### src/rtl/addr_crc_pkg.sv
package addr_crc_pkg;

  localparam int unsigned CRC_W = 8;

  typedef enum logic [1:0] {
    SEG_FAMILY = 2'd0,
    SEG_SERIAL = 2'd1,
    SEG_CHECK  = 2'd2,
    SEG_DONE   = 2'd3
  } seg_e;

  // One reflected bit-serial CRC step.
  function automatic logic [CRC_W-1:0] crc_bit_step(
    input logic [CRC_W-1:0] crc,
    input logic             din,
    input logic [CRC_W-1:0] poly
  );
    logic fb;
    fb = crc[0] ^ din;
    crc_bit_step = (crc >> 1) ^ (fb ? poly : '0);
  endfunction

endpackage

### src/rtl/addr_bit_seq.sv
module addr_bit_seq
  import addr_crc_pkg::*;
#(
  parameter int unsigned FAM_W = 8,
  parameter int unsigned SER_W = 48,
  parameter int unsigned ADDR_W = 64,
  localparam int unsigned CNT_W = $clog2(ADDR_W + 1)
) (
  input  logic             clk,
  input  logic             rst_n,
  input  logic             start_i,
  input  logic             clear_i,
  input  logic             bit_valid_i,
  output logic             accept_o,
  output logic             last_o,
  output logic             armed_o,
  output seg_e             seg_o,
  output logic [CNT_W-1:0] cnt_o
);

  localparam logic [CNT_W-1:0] FAM_END = CNT_W'(FAM_W);
  localparam logic [CNT_W-1:0] SER_END = CNT_W'(FAM_W + SER_W);
  localparam logic [CNT_W-1:0] ADR_END = CNT_W'(ADDR_W);
  localparam logic [CNT_W-1:0] LAST_IX = CNT_W'(ADDR_W - 1);

  logic             armed_q;
  logic [CNT_W-1:0] cnt_q;

  assign accept_o = armed_q && bit_valid_i && !start_i && !clear_i;
  assign last_o   = (cnt_q == LAST_IX);
  assign armed_o  = armed_q;
  assign cnt_o    = cnt_q;

  always_comb begin
    if (cnt_q < FAM_END)      seg_o = SEG_FAMILY;
    else if (cnt_q < SER_END) seg_o = SEG_SERIAL;
    else if (cnt_q < ADR_END) seg_o = SEG_CHECK;
    else                      seg_o = SEG_DONE;
  end

  always_ff @(posedge clk or negedge rst_n) begin
    if (!rst_n) begin
      armed_q <= 1'b0;
      cnt_q   <= '0;
    end else if (clear_i) begin
      armed_q <= 1'b0;
      cnt_q   <= '0;
    end else if (start_i) begin
      armed_q <= 1'b1;
      cnt_q   <= '0;
    end else if (accept_o) begin
      cnt_q <= cnt_q + 1'b1;
      if (last_o) armed_q <= 1'b0;
    end
  end

  assert_cnt_bound_R8: assert property (@(posedge clk) disable iff (!rst_n)
    cnt_q <= ADR_END);

  assert_idle_frozen_R1: assert property (@(posedge clk) disable iff (!rst_n)
    (!armed_q && !start_i && !clear_i) |=> $stable(cnt_q));

  assert_start_arms_R2: assert property (@(posedge clk) disable iff (!rst_n)
    (start_i && !clear_i) |=> (armed_q && cnt_q == '0));

  assert_clear_idles_R2: assert property (@(posedge clk) disable iff (!rst_n)
    clear_i |=> (!armed_q && cnt_q == '0));

endmodule

### src/rtl/addr_crc_engine.sv
module addr_crc_engine
  import addr_crc_pkg::*;
#(
  parameter logic [CRC_W-1:0] POLY = 8'h8C
) (
  input  logic             clk,
  input  logic             rst_n,
  input  logic             clr_i,
  input  logic             step_i,
  input  logic             din_i,
  output logic [CRC_W-1:0] crc_o
);

  logic [CRC_W-1:0] crc_q;
  assign crc_o = crc_q;

  always_ff @(posedge clk or negedge rst_n) begin
    if (!rst_n)      crc_q <= '0;
    else if (clr_i)  crc_q <= '0;
    else if (step_i) crc_q <= crc_bit_step(crc_q, din_i, POLY);
  end

  assert_crc_zeroed_R2: assert property (@(posedge clk) disable iff (!rst_n)
    clr_i |=> (crc_q == '0));

  assert_crc_hold_R4: assert property (@(posedge clk) disable iff (!rst_n)
    (!clr_i && !step_i) |=> $stable(crc_q));

endmodule

### src/rtl/addr_field_cap.sv
module addr_field_cap #(
  parameter int unsigned W = 8
) (
  input  logic         clk,
  input  logic         rst_n,
  input  logic         clr_i,
  input  logic         en_i,
  input  logic         din_i,
  output logic [W-1:0] q_o
);

  logic [W-1:0] q_q;
  assign q_o = q_q;

  // LSB-first arrival: shift right, new bit enters at the top.
  always_ff @(posedge clk or negedge rst_n) begin
    if (!rst_n)     q_q <= '0;
    else if (clr_i) q_q <= '0;
    else if (en_i)  q_q <= {din_i, q_q[W-1:1]};
  end

  assert_bit_lands_R3: assert property (@(posedge clk) disable iff (!rst_n)
    (en_i && !clr_i) |=> (q_q[W-1] == $past(din_i)));

  assert_field_hold_R8: assert property (@(posedge clk) disable iff (!rst_n)
    (!en_i && !clr_i) |=> $stable(q_q));

endmodule

### src/rtl/addr_crc_check.sv
module addr_crc_check
  import addr_crc_pkg::*;
#(
  parameter int unsigned FAM_W = 8,
  parameter int unsigned SER_W = 48,
  parameter logic [FAM_W-1:0] EXP_FAMILY = 8'h51,
  parameter logic [CRC_W-1:0] POLY = 8'h8C
) (
  input  logic             clk,
  input  logic             rst_n,
  input  logic             start_i,
  input  logic             clear_i,
  input  logic             bit_valid_i,
  input  logic             bit_data_i,
  output logic             done_o,
  output logic             crc_ok_o,
  output logic             family_ok_o,
  output logic [FAM_W-1:0] family_o,
  output logic [SER_W-1:0] serial_o,
  output logic [CRC_W-1:0] crc_rx_o,
  output logic [CRC_W-1:0] crc_calc_o
);

  localparam int unsigned ADDR_W = FAM_W + SER_W + CRC_W;
  localparam int unsigned CNT_W  = $clog2(ADDR_W + 1);

  logic             accept, last, armed, restart, finish;
  seg_e             seg;
  logic [CNT_W-1:0] cnt;
  logic             take_fam, take_ser, take_chk, crc_step;
  logic [CRC_W-1:0] crc_rx_next;

  assign restart  = start_i || clear_i;
  assign take_fam = accept && (seg == SEG_FAMILY);
  assign take_ser = accept && (seg == SEG_SERIAL);
  assign take_chk = accept && (seg == SEG_CHECK);
  assign crc_step = take_fam || take_ser;
  assign finish   = accept && last;
  assign crc_rx_next = {bit_data_i, crc_rx_o[CRC_W-1:1]};

  addr_bit_seq #(.FAM_W(FAM_W), .SER_W(SER_W), .ADDR_W(ADDR_W)) u_seq (
    .clk(clk), .rst_n(rst_n), .start_i(start_i), .clear_i(clear_i),
    .bit_valid_i(bit_valid_i), .accept_o(accept), .last_o(last),
    .armed_o(armed), .seg_o(seg), .cnt_o(cnt)
  );

  addr_crc_engine #(.POLY(POLY)) u_crc (
    .clk(clk), .rst_n(rst_n), .clr_i(restart), .step_i(crc_step),
    .din_i(bit_data_i), .crc_o(crc_calc_o)
  );

  addr_field_cap #(.W(FAM_W)) u_fam (
    .clk(clk), .rst_n(rst_n), .clr_i(restart), .en_i(take_fam),
    .din_i(bit_data_i), .q_o(family_o)
  );

  addr_field_cap #(.W(SER_W)) u_ser (
    .clk(clk), .rst_n(rst_n), .clr_i(restart), .en_i(take_ser),
    .din_i(bit_data_i), .q_o(serial_o)
  );

  addr_field_cap #(.W(CRC_W)) u_chk (
    .clk(clk), .rst_n(rst_n), .clr_i(restart), .en_i(take_chk),
    .din_i(bit_data_i), .q_o(crc_rx_o)
  );

  always_ff @(posedge clk or negedge rst_n) begin
    if (!rst_n) begin
      done_o      <= 1'b0;
      crc_ok_o    <= 1'b0;
      family_ok_o <= 1'b0;
    end else if (restart) begin
      done_o      <= 1'b0;
      crc_ok_o    <= 1'b0;
      family_ok_o <= 1'b0;
    end else begin
      done_o <= finish;
      if (finish) begin
        crc_ok_o    <= (crc_rx_next == crc_calc_o);
        family_ok_o <= (family_o == EXP_FAMILY);
      end
    end
  end

  assert_done_pulse_R5: assert property (@(posedge clk) disable iff (!rst_n)
    done_o |=> !done_o);

  assert_done_idle_R8: assert property (@(posedge clk) disable iff (!rst_n)
    done_o |-> (!armed && cnt == CNT_W'(ADDR_W)));

  assert_verdict_hold_R7: assert property (@(posedge clk) disable iff (!rst_n)
    (!finish && !restart) |=> ($stable(crc_ok_o) && $stable(family_ok_o)));

  assert_verdict_match_R6: assert property (@(posedge clk) disable iff (!rst_n)
    done_o |-> (crc_ok_o == (crc_rx_o == crc_calc_o)));

  assert_crc_frozen_check_R4: assert property (@(posedge clk) disable iff (!rst_n)
    (take_chk && !restart) |=> $stable(crc_calc_o));

endmodule

### config.mk
export PLATFORM = sky130hd
export DESIGN_NAME = addr_crc_check
export DESIGN_NICKNAME = d
export VERILOG_FILES = /design/src/rtl/addr_crc_pkg.sv /design/src/rtl/addr_bit_seq.sv /design/src/rtl/addr_crc_engine.sv /design/src/rtl/addr_field_cap.sv /design/src/rtl/addr_crc_check.sv
export SDC_FILE = /design/constraint.sdc
export NUM_CORES = 1
export LEC_CHECK = 0
export BUFFER_PORTS_ARGS = -buffer_cell sky130_fd_sc_hd__buf_4
export CORE_MARGIN = 2
export CORE_UTILIZATION = 55
export CTS_CLUSTER_SIZE = 20
export DETAILED_ROUTE_END_ITERATION = 12
export GPL_TIMING_DRIVEN = 1
export PLACE_DENSITY_LB_ADDON = 0.08
export SETUP_SLACK_MARGIN = 0.3
export SKIP_LAST_GASP = 1
export SYNTH_ARGS = -nofsm -noshare
export SYNTH_HDL_FRONTEND = slang
export SYNTH_SLANG_ARGS = --single-unit
### constraint.sdc
create_clock -name clk -period 3.8 [get_ports clk]
set_input_delay 0.76 -clock clk [delete_from_list [all_inputs] [get_ports clk]]
set_output_delay 0.76 -clock clk [all_outputs]
set_load 0.03 [all_outputs]
* Word level (Yosys, flattened, before mapping)
Cells that the tools add are included.
** Storage, ports and cells
- Latch bits :: 0
- RAM bits :: 0
- Output and inout bits :: 75
- Memories :: 0
- Bits in read-only memories :: 0
- Register bits after elaboration :: 83
- Input port bits :: 6
** Operators by class
- Multipliers :: 0
- Reductions and logical operators :: 20
- Shift-type cells :: 0
- Equality and inequality tests :: 5
- Magnitude comparators :: 3
- Muxes and demuxes :: 24
- Div/mod/pow operators :: 0
- Add/sub/neg operators :: 1
- Bitwise logic cells :: 2
** Operators by type and width (number)
- $mux W48 :: 2
- $mux W8 :: 7
- $mux W7 :: 3
- $mux W1 :: 10
- $reduce_bool A2 Y1 :: 5
- $eq A8 B7 Y1 const B :: 1
- $eq A8 B8 Y1 :: 1
- $xor A7 B8 Y8 :: 1
- $add A7 B1 Y7 const B :: 1
- $eq A7 B6 Y1 const B :: 1
- $logic_and A1 B1 Y1 :: 7
- $lt A7 B4 Y1 const B :: 1
- $lt A7 B6 Y1 const B :: 1
- $lt A7 B7 Y1 const B :: 1
- $reduce_bool A3 Y1 :: 2
- $mux W2 :: 2
- $eq A2 B1 Y1 const B :: 1
- $eq A2 B2 Y1 const B :: 1
- $logic_not A1 Y1 :: 2
- $logic_not A2 Y1 :: 1
- $logic_or A1 B1 Y1 :: 2
- $reduce_and A2 Y1 :: 1
- $xor A1 B1 Y1 :: 1

* Depth between registers and ports, before layout
- Word-level depth :: 9
- Mapped depth :: 6

* By module
Synthesis repeated with hierarchy kept, for this count alone.
** Second synthesis, totals
- Cell total of the unflattened synthesis :: 315
- Area, all modules :: 3669.8 sq um
** By module, submodules not included
- addr_field_cap (u_ser) :: cells each 155, area an instance 1969.4 sq um, seq. area each 1201.2 sq um, instances 1
- addr_field_cap (u_chk ...) :: cells each 26, area an instance 325.3 sq um, seq. area each 200.2 sq um, instances 2
- addr_bit_seq :: cells each 47, area an instance 422.9 sq um, seq. area each 200.2 sq um, instances 1
- addr_crc_engine :: cells each 32, area an instance 372.9 sq um, seq. area each 200.2 sq um, instances 1
- addr_crc_check :: cells each 29, area an instance 254.0 sq um, seq. area each 75.1 sq um, instances 1

* Least setup slack after synthesis
No wires, ideal clock.
- Kind :: input to register
- From :: input port clear_i
- To :: register u_ser.q_q[11], in the netlist u_ser.q_o[11]
- Setup slack :: 1749 ps
- Path buffers :: 2
- Arrival :: 1933 ps
- Stages on the path :: 6
- Cells stage by stage :: or2_1 -> or4_4 -> buf_6 -> buf_6 -> nand3_1 -> nand2_1
** Between the ends
- Cells in the longest elaborated chain, start to end :: 4
** Ends and longest elaborated chain
- start, declared :: line addr_crc_check.sv:12 : input logic clear_i,
- $logic_not A1 Y1 :: line addr_bit_seq.sv:29 : assign accept_o = armed_q && bit_valid_i && !start_i && !clear_i;
- $logic_and A1 B1 Y1 :: line addr_bit_seq.sv:29
- $logic_and A1 B1 Y1 :: line addr_crc_check.sv:35 : assign take_ser = accept && (seg == SEG_SERIAL);
- $reduce_bool A2 Y1 (no source line)
- end signal, assigned :: line addr_field_cap.sv:19 : else if (en_i) q_q <= {din_i, q_q[W-1:1]};
- end, declared :: line addr_field_cap.sv:12 : logic [W-1:0] q_q;
Parallel ways exist; a longest one is shown, timed or not.
A chain may end at the register's enable or synchronous reset.

* Worst setup path in the final report
- From :: input port clear_i
- To :: register u_crc.crc_q[6], in the netlist u_crc.crc_o[6]
** Between the ends
- Cells in the longest elaborated chain, start to end :: 5
** Ends and longest elaborated chain
- $logic_not A1 Y1 :: line addr_bit_seq.sv:29
- $logic_and A1 B1 Y1 :: line addr_bit_seq.sv:29
- $logic_and A1 B1 Y1, on equally long branches :: line addr_crc_check.sv:34, addr_crc_check.sv:35
- $logic_or A1 B1 Y1 :: line addr_crc_check.sv:37 : assign crc_step = take_fam || take_ser;
- $reduce_bool A2 Y1 (no source line)
- end signal, assigned :: line addr_crc_engine.sv:20 : else if (step_i) crc_q <= crc_bit_step(crc_q, din_i, POLY);
- end, declared :: line addr_crc_engine.sv:14 : logic [CRC_W-1:0] crc_q;
Parallel ways exist; a longest one is shown, timed or not.

==> run summary <==
Worst-path clk slew: 0.08 ns
clock sink count: 83
first drt pass iteration count: 5
required time of the critical path: 3.96 ns
Die W: 83.9 um
clock share of power: 42.2%
Post-Syn Area per Cell: 9.19 um2
final hold violation count: 0
source of the critical timing path: clear_i
die area: 7040 um2
global routing usage on met2: 33.3%
starting DRC count in detailed routing: 227
post-synth top area share: 59.2%
CTS tree: built
wire per inst: 14.1 um
Final ANT Viol Nets: 0
element type at the critical path end: flop
Worst R2R End: u_crc.crc_o[6]
# hold bufs at CTS: 0
clock tree root buffer cell: clkbuf_8
Setup crit end: u_crc.crc_o[6]
Worst Hold Class: reg2reg
final slew viol count: 0
initial antenna violation count: 0
GRT Overall Usage: 22.2%
htree depth: 3
Initial Util: 55.9%
GR Overflow Total: 0
Total Nets Final: 461
Max Buffers Root-to-Sink: 2
Final min period: 2.28 ns
Synthesis Warnings: 0
share of layout cells above drive strength 1: 22.7%
Yosys top cell by area: dfrtp_1
grt met3 use: 4.35%
most frequent cells in the layout: 144 x nand2_1, 84 x buf_4, 83 x dfrtp_1
Layout Cells excl Fill: 536
Placeable Area: 6280 um2
Ports: 81
WL final: 7.58 mm
Final Skew: 0.0107 ns
dominant cells by area after synthesis: dfrtp_1 59%, nand2_1 15%, nand3_1 4.3%
crit path DAT: 2.43 ns
# rows: 29
post-synthesis sequential element count: 83
worst vdd rail ir drop: 0.232 mV
Worst slew margin: 30.2%
Num CTS Buffers: 9
grt met1 use: 32.1%
sw frac: 22.3%
Remaining DRCs: 0
sequential share of the synthesized area: 59.2%
switching power: 370 uW
GPL Wtd Cong: 0.826
reg-to-reg startpoint: u_seq.armed_o
leak pwr: 2.16 nW
CP Max Fanout: 16
Max Freq: 440 MHz
Max Cap Violations: 0
syn nets: 389
part of the power in registers: 53.7%
die height: 83.9 um
post_cts resized: 0
final setup violation count: 0
vias in the first global route: 2633
R2R setup slack: 1.91 ns
Worst Tran Pin Value: 1.05 ns
synthesized area: 3510 um2
element type at the critical path start: input pin
power per cell area: 381 nW/um2
setup TNS: 0 ns
Mapped Cells: 382
port bufs: 80
FILL cells: 514
post-CTS setup repair buffer count: 0
vias per inst: 5.26
period utilization: 59.9%
Synth cell types: 30
Internal: 1.29 mW
DP Wirelength: 4.87 mm
via count: 2819
number of cells on the worst reg-to-reg path: 3
WS Path Type: in2reg
worst skew pair latency: 0.34 ns
first-pass GRT wire length: 12.7 mm
largest net degree at the start of global routing: 84
Area Growth Syn to Fin: 24.2%
commonest non-fill, non-tap cell in the layout: nand2_1
status: complete, no violations
RSZ-0062 raised after global routing: false
antenna diode count: 0
Most Used Layer, Global Route: met2
logic gate share of total power: 4.1%
Cells after DPL: 520
worst min-delay path by stage:
stage / startpoint / to / slack [ns] / cells after the start
floorplan: rst_n / crc_ok_o / 0.46 / 0
global placement: u_ser.q_o[9] / u_ser.q_o[8] / 0.48 / 2
detailed placement: u_ser.q_o[31] / u_ser.q_o[30] / 0.48 / 2
CTS: u_ser.q_o[14] / u_ser.q_o[13] / 0.50 / 2
global route: u_ser.q_o[14] / u_ser.q_o[13] / 0.52 / 2
finish: u_ser.q_o[14] / u_ser.q_o[13] / 0.50 / 2
power by group through the flow:
stage	Clock, mW	Combinational (mW)	Sequential [mW]
floorplan	0	0.0282	0.914
global placement	0	0.0684	0.909
detailed placement	0	0.0697	0.909
CTS	0.713	0.0696	0.892
global route	0.748	0.0769	0.893
finish	0.701	0.0683	0.892
through the flow:
step           setup slack [ns]  utilization [%]  hold slack (ns)  total power [mW]  cell area, um2
6_report                   1.52             69.5            0.501              1.66            4360
5_1_grt                    1.29             69.5            0.521              1.72            4360
4_1_cts                    1.57             69.5            0.503              1.67            4360
3_5_place_dp               1.22             65.9            0.481             0.979            4130
3_3_place_gp               1.28             65.9            0.478             0.978            4130
2_1_floorplan              1.75                -            0.464             0.942            3510
per-layer routing:
layer / vias to the layer above / wire length, um
li1: 1389 / -
met1: 1351 / 3590
met2: 68 / 3500
met3: 11 / 357
met4: 0 / 136
met5: - / 0
Yosys cell counts:
cell / instances
nor2_1: 10
nor4bb_1: 1
buf_2: 7
nor3_2: 1
and3b_1: 1
and3_1: 2
or3_1: 2
nor4_1: 2
or2_1: 1
nand3b_1: 1
o21ai_0: 22
and2_1: 2
buf_6: 3
nand3_1: 30
buf_1: 3
nand4_1: 2
inv_1: 1
dfrtp_1: 83
o31ai_1: 2
ha_1: 1
a21oi_1: 27
nor3_1: 3
and4b_1: 1
clkbuf_1: 10
xor2_1: 7
or4_4: 1
nand2_1: 144
xnor2_1: 8
o41ai_1: 1
mux2i_1: 3
area by class of cell:
type | count | area [um2] | area share (%)
sequential | 83 | 2080 | 47.6
multi-input combinational | 275 | 1330 | 30.4
timing repair buffer | 84 | 631 | 14.5
clock buffer | 10 | 138 | 3.16
tap | 77 | 96.3 | 2.21
clock inverter | 6 | 88.8 | 2.04
inverter | 1 | 3.75 | 0.0861
kinds of logic after synthesis:
family          Yosys count  synth area share (%)
simple gates            204                  24.8
flops                    83                  59.2
compound gates           52                  7.66
buf+inv                  24                  3.46
xor+xnor                 15                  3.74
mux                       3                 0.855
fa+ha+maj                 1                 0.356
state kept, by name, summed over array words and instances (netlist names):
name           flops
crc_ok_o           1
u_crc.crc_o        8
family_ok_o        1
done_o             1
u_seq.armed_o      1
u_chk.q_o          8
u_seq.cnt_o        7
u_ser.q_o         48
u_fam.q_o          8
worst max-delay path, cell delays in order:
cell	delay, ns
buf_4	0.12
or2_1	0.41
a21oi_1	0.88
o21ai_0	0.26
(Power assumes the default switching activity.)
